**config.mk**
```make
export PLATFORM = sky130hd
export DESIGN_NAME = alu4_slice
export DESIGN_NICKNAME = d
export VERILOG_FILES = /design/src/rtl/alu4_pkg.sv /design/src/rtl/alu4_opsel.sv /design/src/rtl/alu4_adder.sv /design/src/rtl/alu4_slice.sv
export SDC_FILE = /design/constraint.sdc
export NUM_CORES = 1
export LEC_CHECK = 0
export BUFFER_PORTS_ARGS = -buffer_cell sky130_fd_sc_hd__buf_2
export CAP_MARGIN = 20
export CORE_MARGIN = 10
export CORE_UTILIZATION = 25
export DETAILED_ROUTE_END_ITERATION = 7
export GPL_TIMING_DRIVEN = 1
export MAX_ROUTING_LAYER = met4
export PLACE_DENSITY = 0.47
export SYNTH_ARGS = -nofsm -noshare
export SYNTH_HDL_FRONTEND = slang
export SYNTH_SLANG_ARGS = --single-unit
```
**constraint.sdc**
```tcl
create_clock -name vclk -period 4.8
set_input_delay 0.96 -clock vclk [all_inputs]
set_output_delay 0.96 -clock vclk [all_outputs]
set_load 0.02 [all_outputs]
```
**src/rtl/alu4_pkg.sv**
```systemverilog
package alu4_pkg;

    localparam int unsigned W = 4;
    localparam int unsigned SELW = 4;

    typedef logic [W-1:0] word_t;

    typedef struct packed {
        word_t x;
        word_t y;
    } addend_t;

    // Operand pair handed to the adder for each function code.
    function automatic addend_t pick_addends(input logic [SELW-1:0] code,
                                             input word_t a, input word_t b);
        addend_t r;
        word_t ones;
        ones = '1;
        unique case (code)
            4'b0000: r = '{a,        ones};
            4'b0001: r = '{a | b,    ones};
            4'b0010: r = '{a | ~b,   ones};
            4'b0011: r = '{'0,       ones};
            4'b0100: r = '{a,        a & ~b};
            4'b0101: r = '{a | b,    a & ~b};
            4'b0110: r = '{a,        ~b};
            4'b0111: r = '{a & ~b,   ones};
            4'b1000: r = '{a,        a & b};
            4'b1001: r = '{a,        b};
            4'b1010: r = '{a | ~b,   a & b};
            4'b1011: r = '{a | b,    '0};
            4'b1100: r = '{a,        a};
            4'b1101: r = '{a | b,    a};
            4'b1110: r = '{a | ~b,   a};
            default: r = '{a,        '0};
        endcase
        return r;
    endfunction

    // Bitwise function for logic mode.
    function automatic word_t bitwise_op(input logic [SELW-1:0] code,
                                         input word_t a, input word_t b);
        word_t r;
        unique case (code)
            4'b0000: r = ~a;
            4'b0001: r = ~(a | b);
            4'b0010: r = ~a & b;
            4'b0011: r = '1;
            4'b0100: r = ~(a & b);
            4'b0101: r = ~b;
            4'b0110: r = ~(a ^ b);
            4'b0111: r = a & ~b;
            4'b1000: r = ~a | b;
            4'b1001: r = a ^ b;
            4'b1010: r = b;
            4'b1011: r = a | b;
            4'b1100: r = '0;
            4'b1101: r = a | ~b;
            4'b1110: r = a & b;
            default: r = a;
        endcase
        return r;
    endfunction

endpackage

```
**src/rtl/alu4_opsel.sv**
```systemverilog
module alu4_opsel
    import alu4_pkg::*;
(
    input  word_t             a,
    input  word_t             b,
    input  logic [SELW-1:0]   sel,
    output addend_t           addends,
    output word_t             logic_res
);

    always_comb begin
        addends   = pick_addends(sel, a, b);
        logic_res = bitwise_op(sel, a, b);
    end

endmodule

```
**src/rtl/alu4_adder.sv**
```systemverilog
module alu4_adder
    import alu4_pkg::*;
#(
    parameter int unsigned WIDTH = W
) (
    input  logic [WIDTH-1:0] x,
    input  logic [WIDTH-1:0] y,
    input  logic             cin,
    output logic [WIDTH-1:0] sum,
    output logic             cout,
    output logic             grp_gen,
    output logic             grp_prop
);

    logic [WIDTH-1:0] g_bit;
    logic [WIDTH-1:0] p_bit;
    logic [WIDTH:0]   chain;
    logic [WIDTH:0]   gen_acc;
    logic [WIDTH:0]   prop_acc;

    assign chain[0]    = cin;
    assign gen_acc[0]  = 1'b0;
    assign prop_acc[0] = 1'b1;

    for (genvar i = 0; i < WIDTH; i++) begin : g_bitcell
        assign g_bit[i]      = x[i] & y[i];
        assign p_bit[i]      = x[i] ^ y[i];
        assign sum[i]        = p_bit[i] ^ chain[i];
        assign chain[i+1]    = g_bit[i] | (p_bit[i] & chain[i]);
        assign gen_acc[i+1]  = g_bit[i] | (p_bit[i] & gen_acc[i]);
        assign prop_acc[i+1] = p_bit[i] & prop_acc[i];
    end

    assign cout     = chain[WIDTH];
    assign grp_gen  = gen_acc[WIDTH];
    assign grp_prop = prop_acc[WIDTH];

    // ripple carry agrees with the lookahead form of the group terms
    always_comb begin
        a_r8_carry_matches_group: assert (cout == (grp_gen | (grp_prop & cin)));
        // propagate excludes generate
        a_r6_prop_excl_gen: assert (!(grp_gen && grp_prop));
    end

endmodule

```
**src/rtl/alu4_slice.sv**
```systemverilog
module alu4_slice
    import alu4_pkg::*;
(
    input  logic [3:0] a,
    input  logic [3:0] b,
    input  logic       cin,
    input  logic       mode,
    input  logic [3:0] sel,
    output logic [3:0] f,
    output logic       cout,
    output logic       gen,
    output logic       prop,
    output logic       aeqb
);

    addend_t addends;
    word_t   logic_res;
    word_t   arith_res;
    logic    arith_carry;

    alu4_opsel u_opsel (
        .a         (a),
        .b         (b),
        .sel       (sel),
        .addends   (addends),
        .logic_res (logic_res)
    );

    alu4_adder #(.WIDTH(W)) u_adder (
        .x        (addends.x),
        .y        (addends.y),
        .cin      (cin),
        .sum      (arith_res),
        .cout     (arith_carry),
        .grp_gen  (gen),
        .grp_prop (prop)
    );

    assign f    = mode ? logic_res : arith_res;
    assign cout = mode ? 1'b0 : arith_carry;
    assign aeqb = &f;

    always_comb begin
        // logic mode never raises the carry output
        if (mode) a_r2_no_carry_logic: assert (!cout);
        // constant-zero code in logic mode
        if (mode && sel == 4'b1100) a_r1_zero_code: assert (f == 4'b0000);
        // plain add code
        if (!mode && sel == 4'b1001)
            a_r8_add_code: assert ({cout, f} == ({1'b0, a} + {1'b0, b} + {4'b0, cin}));
        // increment code carries only from 1111 with carry in
        if (!mode && sel == 4'b1111)
            a_r8_inc_code: assert (cout == (cin && a == 4'hF));
    end

endmodule

```
==> out/qor.yml <==
worst_setup_path:
  worstSetupEndpoint: "aeqb"
  cpPeakStageDelay_ps: 400
  worstSetupEndpointType: "output pin"
  cp-start-kind: "input pin"
  crit_arrival_ps: 3800
  path_buf_inv: 3
  worst-setup-path-type: "input pin to output pin"
  cp_num_cells: 14
  critPathTopFamily: "adder cells"
  critPathRequiredTime_ps: 3840
  cpMostUsedCell: "fa_2"
  crit_chain: "buf_12, ha_4, a221oi_2, a21oi_1, or2_4, fa_2, fa_2, inv_2, fa_2, fa_1, o21a_1, a21oi_4, and3_4, buf_6"
  slowest_stage: "fa_1"
  cp_max_fo: 4
  critPathLaunch: "a[0]"
timing:
  slew_headroom_pct: 61.2
  setup_viol: 0
  timing.hold.ws_ps: 2420
  min_period_over_period_pct: 99.1
  fin_crit_ps: 4760
  tightest_slew_ps: 583
  clock.fmax_mhz: 210
  hold_viol_final: 0
  rsz0062_at_grt: "yes"
  drv_slew: 0
synthesis:
  yosys-top-cells-area: "ha_1, o21ai_0, a21oi_1"
  synth.distinct_cells: 54
  synth_area_leader_cell: "ha_1"
  synthTopCellsByCount: "o21ai_0, ha_1, inv_1"
  synth_cells: 235
  synth_nets: 273
  ys_seq_area_share_pct: 0
  synth_area_per_cell_um2: 6.81
  ys_warn_count: 0
  syn-cell-area_um2: 1600
  synth.most_common_cell: "o21ai_0"
  yosys.area.top_type_share_pct: 15.6
power:
  clockPowerShare_pct: 0
  vdd_drop_max_mv: 0.0600
  power_frac_comb_pct: 100.0
  leakage_uw: 0.000967
  internal_power_uw: 114
  p_sw_share_pct: 54.5
  powerDensity_nw_per_um2: 115
  seq_power_share_pct: 0
  switchingPower_uw: 136
global_route:
  grt_use_total_pct: 11.5
  antenna_found_initial: 0
  grt_max_degree: 23
  grt_pass1_vias: 1932
  grt_pass1_wl_mm: 9.63
  grt_overflow: 0
floorplan:
  core-area_um2: 6280
  die_w_um: 100
  pin_count: 22
  start_util_pct: 25.5
  rows: 29
  die_h_um: 100
  die_area_um2: 10000
detailed_routing:
  wl_per_cell_um: 15.8
  drc: 0
  vias: 1927
  drt_iter0_drc: 147
  drt-vias-per-instance: 5.40
  drtAntennaViolNets: 0
  wl_mm: 5.65
  first_pass_iters: 4
placed_design:
  hpwl_mm: 4.46
  gp_congestion: 0.850
  portBuffers: 22
  postPlaceCellArea_um2: 2050
cells_and_area:
  post-route-util_pct: 34.7
  fillers: 671
  n_antenna_cell: 0
  drive_above_1_share_pct: 32.5
  seqCellArea_um2: 0
  stdcell_area_um2: 2180
  area_delta_synth_final_pct: 36.2
  seq_cells: 0
  clkbuf_count: 0
  finalNetCount: 320
flow_run:
  maxCapViolCount: 0
outcome:
  status: "complete, no violations"
worst_hold_path:
  min_path_type: "input pin to output pin"
[how the worst min path moves through the flow]
| stage | cells after the start | from | endpoint |
|---|---|---|---|
| after global placement | 3 | mode | cout |
| after detailed placement | 3 | mode | cout |
| after floorplan | 2 | b[2] | f[2] |
| after CTS | 3 | mode | cout |
| final | 3 | mode | cout |
| after global routing | 3 | mode | cout |
[stage by stage]
step | setup TNS (ps) | instances | setup WS, ps | power [µW]
after global routing | -159 | 357 | -115 | 281
after CTS | 0 | 356 | 2.26 | 244
after global placement | -195 | 356 | -126 | 234
after floorplan | -62.6 | 235 | -62.6 | 157
after detailed placement | -312 | 356 | -189 | 235
final | 0 | 357 | 41.4 | 250
[cells by family (layout without fill, tap and decap cells)]
family	Yosys count	count (layout)	share of synthesized area [%]
AOI/OAI and AO/OA	91	91	40.0
muxes	3	3	1.88
adders and majority gates	24	24	20.6
buffers and inverters	41	86	12.2
and+or+nand+nor	76	76	25.3
[layout make-up]
cell class / count / area [µm²] / share of cell area (%)
inverter: 20 / 77.6 / 3.56
timing repair buffer: 66 / 493 / 22.6
multi-input combinational: 194 / 1510 / 69.4
tap: 77 / 96.3 / 4.42
[power by group through the flow]
| stage | sequential [µW] | combinational, µW | clock (µW) |
|---|---|---|---|
| floorplan | 0 | 157 | 0 |
| global placement | 0 | 234 | 0 |
| detailed placement | 0 | 235 | 0 |
| CTS | 0 | 244 | 0 |
| global route | 0 | 281 | 0 |
| finish | 0 | 250 | 0 |
[timing repair]
action	in CTS	in global routing
hold buffers	0	0
buffers inserted	0	1
pin swaps	3	1
resized for setup	22	13
endpoints found under the setup margin	2	3
[layer usage]
| layer | track usage [%] | vias to the layer above | part of all wire, % | wire length, µm |
|---|---|---|---|---|
| li1 | - | 967 | - | - |
| met1 | 14.7 | 891 | 46 | 2620 |
| met2 | 19.9 | 59 | 48 | 2690 |
| met3 | 0.412 | 10 | 4.1 | 229 |
| met4 | 1.85 | 0 | 1.8 | 103 |
| met5 | - | - | 0 | 0 |
[layout by cell type (no fill, tap or decap), types with 4 or more instances in the layout]
cell      count
nor3_1        7
a21o_1        6
ha_1         16
nand2_1      13
o21a_1        4
inv_1        15
a21oi_1      14
buf_2        15
nor2_1       15
o31ai_1       5
inv_2         4
buf_6         4
nand3_1       8
nor2b_1      10
o21ai_0      19
a221oi_1      4
buf_4        44
[worst min-delay path: stages]
cell and delay [ps]:
buf_2 230, nor2_1 110, buf_2 150
Power figures use the tool's default switching activity.
